===== src/rtl/wdg_pkg.sv =====
package wdg_pkg;
  localparam int DATA_W = 16;
  localparam int ADDR_W = 5;
  localparam int RL_W   = 12;
  localparam int PR_W   = 3;

  localparam logic [ADDR_W-1:0] OFS_KEY = 5'h00;
  localparam logic [ADDR_W-1:0] OFS_PR  = 5'h04;
  localparam logic [ADDR_W-1:0] OFS_RL  = 5'h08;
  localparam logic [ADDR_W-1:0] OFS_ST  = 5'h0C;
  localparam logic [ADDR_W-1:0] OFS_WIN = 5'h10;

  localparam logic [DATA_W-1:0] KEY_REFRESH = 16'hAAAA;
  localparam logic [DATA_W-1:0] KEY_START   = 16'hCCCC;
  localparam logic [DATA_W-1:0] KEY_UNLOCK  = 16'h5555;
  localparam logic [DATA_W-1:0] KEY_LOCK    = 16'h0000;
endpackage


===== src/rtl/wdg_keydec.sv =====
module wdg_keydec
  import wdg_pkg::*;
(
  input  logic              clk_i,
  input  logic              rst_ni,
  input  logic              key_wr_i,
  input  logic [DATA_W-1:0] key_i,
  output logic              start_o,
  output logic              refresh_o,
  output logic              unlock_o
);
  logic unlock_q;

  assign start_o   = key_wr_i && (key_i == KEY_START);
  assign refresh_o = key_wr_i && (key_i == KEY_REFRESH);
  assign unlock_o  = unlock_q;

  always_ff @(posedge clk_i or negedge rst_ni) begin
    if (!rst_ni) begin
      unlock_q <= 1'b0;
    end else if (key_wr_i) begin
      if (key_i == KEY_UNLOCK)    unlock_q <= 1'b1;
      else if (key_i == KEY_LOCK) unlock_q <= 1'b0;
    end
  end
endmodule


===== src/rtl/wdg_cfg_reg.sv =====
// Bus-visible shadow plus delayed active copy; busy while the copy is in flight.
module wdg_cfg_reg #(
  parameter int          W       = 12,
  parameter int          LAT     = 4,
  parameter logic [W-1:0] RST_VAL = '0
) (
  input  logic         clk_i,
  input  logic         rst_ni,
  input  logic         wr_i,
  input  logic [W-1:0] wdata_i,
  output logic [W-1:0] shadow_o,
  output logic [W-1:0] active_o,
  output logic         busy_o
);
  localparam int CW = $clog2(LAT + 1);
  localparam logic [CW-1:0] LAT_C = CW'(LAT);
  localparam logic [CW-1:0] ONE_C = CW'(1);

  logic [W-1:0]  shadow_q, active_q;
  logic [CW-1:0] cnt_q;

  always_ff @(posedge clk_i or negedge rst_ni) begin
    if (!rst_ni) begin
      shadow_q <= RST_VAL;
      active_q <= RST_VAL;
      cnt_q    <= '0;
    end else if (wr_i) begin
      shadow_q <= wdata_i;
      cnt_q    <= LAT_C;
    end else if (cnt_q != '0) begin
      cnt_q <= cnt_q - ONE_C;
      if (cnt_q == ONE_C) active_q <= shadow_q;
    end
  end

  assign shadow_o = shadow_q;
  assign active_o = active_q;
  assign busy_o   = (cnt_q != '0);
endmodule


===== src/rtl/wdg_core.sv =====
module wdg_core #(
  parameter int RL_W = 12,
  parameter int PR_W = 3
) (
  input  logic            clk_i,
  input  logic            rst_ni,
  input  logic            start_i,
  input  logic            refresh_i,
  input  logic [PR_W-1:0] pr_code_i,
  input  logic [RL_W-1:0] reload_i,
  output logic            run_o,
  output logic            req_o
);
  localparam int LOG_MIN = 2;
  localparam int LOG_MAX = 8;
  localparam int DIV_W   = LOG_MAX + 1;
  localparam int PRE_W   = LOG_MAX;
  localparam int SH_W    = $clog2(LOG_MAX + 1);
  localparam logic [PR_W-1:0] CODE_MAX = PR_W'(LOG_MAX - LOG_MIN);

  logic [SH_W-1:0]  sh;
  logic [DIV_W-1:0] div;
  logic [PRE_W-1:0] pre_q;
  logic [RL_W-1:0]  cnt_q;
  logic             run_q, req_q, tick;

  always_comb begin
    if (pr_code_i >= CODE_MAX) sh = SH_W'(LOG_MAX);
    else                       sh = SH_W'(pr_code_i) + SH_W'(LOG_MIN);
  end

  assign div  = DIV_W'(1) << sh;
  assign tick = ({1'b0, pre_q} >= (div - DIV_W'(1)));

  always_ff @(posedge clk_i or negedge rst_ni) begin
    if (!rst_ni) begin
      run_q <= 1'b0;
      req_q <= 1'b0;
      pre_q <= '0;
      cnt_q <= '0;
    end else begin
      req_q <= 1'b0;
      if (start_i && !run_q) begin
        run_q <= 1'b1;
        cnt_q <= reload_i;
        pre_q <= '0;
      end else if (refresh_i) begin
        cnt_q <= reload_i;
        pre_q <= '0;
      end else if (run_q) begin
        if (tick) begin
          pre_q <= '0;
          if (cnt_q == '0) begin
            req_q <= 1'b1;
            cnt_q <= reload_i;
          end else begin
            cnt_q <= cnt_q - RL_W'(1);
          end
        end else begin
          pre_q <= pre_q + PRE_W'(1);
        end
      end
    end
  end

  assign run_o = run_q;
  assign req_o = req_q;
endmodule


===== src/rtl/wdg_top.sv =====
module wdg_top
  import wdg_pkg::*;
#(
  parameter int LAT = 4
) (
  input  logic              clk_i,
  input  logic              rst_ni,
  input  logic [ADDR_W-1:0] addr_i,
  input  logic [DATA_W-1:0] wdata_i,
  input  logic              we_i,
  output logic [DATA_W-1:0] rdata_o,
  output logic              rst_req_o
);
  logic            key_wr, pr_wr, rl_wr;
  logic            start, refresh, unlock, run;
  logic [PR_W-1:0] pr_sh, pr_act;
  logic [RL_W-1:0] rl_sh, rl_act;
  logic [1:0]      busy;

  assign key_wr = we_i && (addr_i == OFS_KEY);
  assign pr_wr  = we_i && unlock && (addr_i == OFS_PR);
  assign rl_wr  = we_i && unlock && (addr_i == OFS_RL);

  wdg_keydec u_key (
    .clk_i, .rst_ni,
    .key_wr_i (key_wr),
    .key_i    (wdata_i),
    .start_o  (start),
    .refresh_o(refresh),
    .unlock_o (unlock)
  );

  wdg_cfg_reg #(.W(PR_W), .LAT(LAT), .RST_VAL('0)) u_pr (
    .clk_i, .rst_ni,
    .wr_i    (pr_wr),
    .wdata_i (wdata_i[PR_W-1:0]),
    .shadow_o(pr_sh),
    .active_o(pr_act),
    .busy_o  (busy[0])
  );

  wdg_cfg_reg #(.W(RL_W), .LAT(LAT), .RST_VAL('1)) u_rl (
    .clk_i, .rst_ni,
    .wr_i    (rl_wr),
    .wdata_i (wdata_i[RL_W-1:0]),
    .shadow_o(rl_sh),
    .active_o(rl_act),
    .busy_o  (busy[1])
  );

  wdg_core #(.RL_W(RL_W), .PR_W(PR_W)) u_core (
    .clk_i, .rst_ni,
    .start_i  (start),
    .refresh_i(refresh),
    .pr_code_i(pr_act),
    .reload_i (rl_act),
    .run_o    (run),
    .req_o    (rst_req_o)
  );

  always_comb begin
    rdata_o = '0;
    case (addr_i)
      OFS_PR:  rdata_o = DATA_W'(pr_sh);
      OFS_RL:  rdata_o = DATA_W'(rl_sh);
      OFS_ST:  rdata_o = DATA_W'(busy);
      default: rdata_o = '0;
    endcase
  end
endmodule


===== config.mk =====
export PLATFORM = sky130hd
export DESIGN_NAME = wdg_top
export DESIGN_NICKNAME = d
export VERILOG_FILES = /design/src/rtl/wdg_pkg.sv /design/src/rtl/wdg_keydec.sv /design/src/rtl/wdg_cfg_reg.sv /design/src/rtl/wdg_core.sv /design/src/rtl/wdg_top.sv
export SDC_FILE = /design/constraint.sdc
export NUM_CORES = 1
export LEC_CHECK = 0
export BUFFER_PORTS_ARGS = -buffer_cell sky130_fd_sc_hd__buf_2
export CORE_MARGIN = 2
export CORE_UTILIZATION = 59
export DETAILED_ROUTE_END_ITERATION = 16
export HOLD_SLACK_MARGIN = 0.1
export PLACE_DENSITY = 0.81
export REMOVE_ABC_BUFFERS = 1
export SYNTH_ARGS = -nofsm -noshare
export SYNTH_HDL_FRONTEND = slang
export SYNTH_HIERARCHICAL = 1
export SYNTH_SLANG_ARGS = --single-unit

===== constraint.sdc =====
create_clock -name clk_i -period 3.75 [get_ports clk_i]
set_clock_uncertainty 0.2 [all_clocks]
set_input_delay 0.1875 -clock clk_i [delete_from_list [all_inputs] [get_ports clk_i]]
set_output_delay 0.1875 -clock clk_i [all_outputs]
set_load 0.1 [all_outputs]

==> impl_summary.log <==
[metrics] count of input and output buffers: 36
[metrics] actual transition at the worst max-transition pin: 0.9600 ns
[metrics] count of distinct cell types in the synthesized netlist: 61
[metrics] DP Worst Slack: -0.06805 ns
[metrics] outcome: finished clean
[metrics] clock transition at the registers of the reported paths: 0.08 ns
[metrics] Leak Pwr: 2.001 nW
[metrics] share of post-route cells with drive strength above 1: 0.3349
[metrics] Layout fillers: 412
[metrics] Max Fanout on Critical Path: 7
[metrics] Slowest cell on crit path: sky130_fd_sc_hd__or4_1
[metrics] total grt overflow: 0
[metrics] power per unit of standard cell area: 371.0 nW/um^2
[metrics] area fraction in and, or, nand and nor cells after synthesis: 0.2113
[metrics] total wire length after detailed routing: 8908 um
[metrics] estimated wirelength of the detail-placed design: 5934 um
[metrics] multiplexer share of the synthesized area: 0.1151
[metrics] worst hold slack across all endpoints: 0.1500 ns
[metrics] Period minus WS final: 3.564 ns
[metrics] peak clock frequency supported by timing: 280.5 MHz
[metrics] crit-path most repeated cell: sky130_fd_sc_hd__ha_1
[metrics] global placer's final weighted congestion: 0.8839
[metrics] library cell with the largest summed area after synthesis: sky130_fd_sc_hd__dfrtp_1
[metrics] total area of sequential cells: 1508 um^2
[metrics] sequential cell area fraction in the yosys report: 0.4039
[metrics] CTS tree: built
[metrics] antenna diode count: 0
[metrics] period utilization: 0.9505
[metrics] combinational share of power: 0.179
[metrics] cell breakdown of the critical path: ha_1 > nor2_4 > nand4_1 > ha_1 > nor2_1 > nor3_2 > xnor2_1 > ha_1 > a21o_1 > a21oi_1 > and4b_2 > buf_4 > or4_1 > a32o_1
[metrics] commonest cells after routing, fill and taps aside: sky130_fd_sc_hd__buf_2, sky130_fd_sc_hd__dfrtp_1, sky130_fd_sc_hd__mux2_2
[metrics] total internal power: 1.179 mW
[metrics] post-synthesis compound-gate area fraction: 0.1130
[metrics] data required time at the worst endpoint: 3.79 ns
[metrics] number of nets with antenna violations after detailed routing: 0
[metrics] launching point of the worst reg2reg path: u_pr/active_o[1]
[metrics] slack of the worst reg-to-reg path: 0.19 ns
[metrics] multi-input logic area: 2090 um^2
[metrics] share of total power in sequential cells: 0.429
[metrics] average cell area after synthesis: 10.39 um^2
[metrics] class of the worst hold path: in -> async
[metrics] Most used DFF post-synth: sky130_fd_sc_hd__dfrtp_1
[metrics] clk sinks: 59
[metrics] antenna violations before repair: 0
[metrics] largest family of logic cells by synthesized area: simple AND/OR/NAND/NOR gates
[metrics] maximum buffer depth of the clock tree: 2
[metrics] cells taking the most area after synthesis: sky130_fd_sc_hd__dfrtp_1, sky130_fd_sc_hd__dfstp_2, sky130_fd_sc_hd__mux2_2
[metrics] number of buffers and inverters on the critical path: 1
[metrics] cell class contributing the biggest share of worst-path delay: simple AND/OR/NAND/NOR gates
[metrics] Synth warnings: 6
[metrics] Nets: 467
[metrics] total via count after detailed routing: 3,087
[metrics] number of detailed-routing iterations run before antenna repair: 5
[metrics] portion of synthesized cell area occupied by the leading cell type: 0.2348
[metrics] combined global-route utilization of all metal layers: 0.2655
[metrics] netlist area before placement: 3730 um^2
[metrics] die span in x: 83.51 um
[metrics] Synth Area in XOR/XNOR: 0.02113
[metrics] total clock buffers created by CTS: 9
[metrics] wire length of the first global-routing pass: 14,860 um
[metrics] switch share: 0.2852
[metrics] gate count after technology mapping: 359
[metrics] delay of the slowest critical-path stage: 0.49 ns
[metrics] average detailed-routed wire length per instance: 17.85 um
[metrics] number of enable flip-flop cells after synthesis: 0
[metrics] worst voltage drop across the vdd grid: 0.0003404 V
[metrics] CTS Root Cell: sky130_fd_sc_hd__clkbuf_8
[metrics] Adder-Cell Fraction of Synth Area: 0.08051
[metrics] die area: 6974 um^2
[metrics] endpoint kind of the worst setup timing path: register
[metrics] starting density of the core: 0.6190
[metrics] worst slew margin relative to its limit: 0.3600
[metrics] Top Ports: 41
[metrics] Sw Pwr: 0.4704 mW
[metrics] most common cell after layout, fill and taps aside: sky130_fd_sc_hd__buf_2
[metrics] Clk Latency, worst-skew pair: 0.36 ns
[metrics] violation count after the first detailed-routing iteration: 213
[metrics] vias per cell: 6.186
[metrics] type of origin of the critical path: register
[metrics] #FFs+latches synth: 59
[metrics] pin count of the biggest net entering global routing: 36
[metrics] setup violators final: 0
[metrics] Post-route DRC: 0
[metrics] crit path setup slack, layout: 0.1856 ns
[metrics] number of max-capacitance violations reported: 0
[metrics] startpoint of the worst setup timing path: u_pr/active_o[1]
[metrics] number of slew-limit violations in the final report: 0
[metrics] relative contribution of the clock network to total power: 0.392
[metrics] core area: 6026 um^2
[metrics] Clock H-tree levels: 3
[metrics] final hold violation count: 0
[metrics] number of core rows: 28
[metrics] Synth-to-Final Area Change: 19.19%
[metrics] arrival time at the worst endpoint: 3.60 ns
[metrics] via count of the first global-routing pass: 3,060
[metrics] WS Path Type: reg -> reg
[metrics] die outline height: 83.51 um
[metrics] Async SR Flop Fraction: 1.000
==> path summary, 6_finish.rpt <==
check / to / cells after the start
worst max-delay path: u_core/cnt_q[3] / 14
worst min-delay path: u_key/unlock_o / 2
worst max register to register: u_core/cnt_q[3] / 14
worst min register to register: u_pr/active_o[0] / 1
max in group asynchronous: u_rl/active_o[8] / 3
min in group clk_i: u_pr/cnt_q[0] / 4
==> layer usage <==
layer / vias up / wire (um) / GRT usage
met2: 134 / 4378 / 0.4465
met4: 0 / 166 / 0.09531
met5: - / 0 / 0
li1: 1438 / - / -
met1: 1489 / 3805 / 0.3340
met3: 26 / 557 / 0.06528
==> final cells by class <==
class,count,area share
Inverter,19,0.01604
Clock buffer,10,0.02871
Tap cell,75,0.02111
Sequential cell,59,0.3392
Clock inverter,6,0.02026
Timing Repair Buffer,67,0.1047
Multi-Input combinational cell,263,0.4700
==> per-stage QoR <==
step	power (mW)	setup TNS [ns]	instance area (um^2)	cells	utilization
3_3_place_gp	0.9744	0	3960	461	0.6572
2_1_floorplan	0.9117	0	3618	341	-
3_5_place_dp	0.9863	-0.06994	3960	461	0.6572
4_1_cts	1.648	0	4388	497	0.7282
6_report	1.649	0	4446	499	0.7377
5_1_grt	1.721	-0.1230	4446	499	0.7377
==> sequential cells by signal, indices dropped and copies added (netlist names) <==
signal	cells
u_core/cnt_q	12
u_core/pre_q	8
u_core/req_o	1
u_core/run_o	1
u_key/unlock_o	1
u_pr/active_o	3
u_pr/cnt_q	3
u_pr/shadow_o	3
u_rl/active_o	12
u_rl/cnt_q	3
u_rl/shadow_o	12
==> synthesized netlist by cell type, drive strengths merged, types with 6 or more instances <==
master	number
buf	13
a21oi	8
and3	10
xnor2	6
nor4	11
o21ai	16
nand3	11
nand2	14
mux2i	8
nand2b	7
inv	19
dfstp	24
dfrtp	35
clkbuf	9
ha	24
nor3	20
nor2	23
mux2	31
==> power groups by stage <==
stage          logic (mW)  registers (mW)  clock network [mW]
2_1_floorplan       0.201           0.710                   0
3_3_place_gp        0.260           0.715                   0
3_5_place_dp        0.270           0.716                   0
4_1_cts             0.289           0.706               0.652
5_1_grt             0.328           0.713               0.679
6_report            0.295           0.707               0.647
==> worst reg2reg max path: stages (launching register included) <==
cell                      delay [ns]
sky130_fd_sc_hd__dfrtp_2        0.46
sky130_fd_sc_hd__ha_1           0.28
sky130_fd_sc_hd__nor2_4         0.14
sky130_fd_sc_hd__nand4_1        0.12
sky130_fd_sc_hd__ha_1           0.24
sky130_fd_sc_hd__nor2_1         0.15
sky130_fd_sc_hd__nor3_2         0.06
sky130_fd_sc_hd__xnor2_1        0.12
sky130_fd_sc_hd__ha_1           0.29
sky130_fd_sc_hd__a21o_1         0.11
sky130_fd_sc_hd__a21oi_1        0.11
sky130_fd_sc_hd__and4b_2        0.27
sky130_fd_sc_hd__buf_4          0.15
sky130_fd_sc_hd__or4_1          0.49
sky130_fd_sc_hd__a32o_1         0.26
==> logic make-up (layout without fill, tap and decap cells) <==
logic type | count (synthesis) | after routing
XOR/XNOR | 9 | 9
AND/OR/NAND/NOR | 125 | 125
buffers and inverters | 41 | 102
flip-flops | 59 | 59
AO/OA/AOI/OAI | 60 | 60
multiplexers | 39 | 39
adder cells (fa/ha/maj) | 24 | 24
other | 2 | 6
==> repair_timing <==
item / in CTS / in global routing
resized for setup: 2 / 11
setup endpoints to repair: 4 / 20
hold endpoints to repair: 40 / 0
pin swaps: 1 / 0
hold buffers: 16 / 0
setup buffers: 4 / 2
Power figures use the tool's default switching activity.
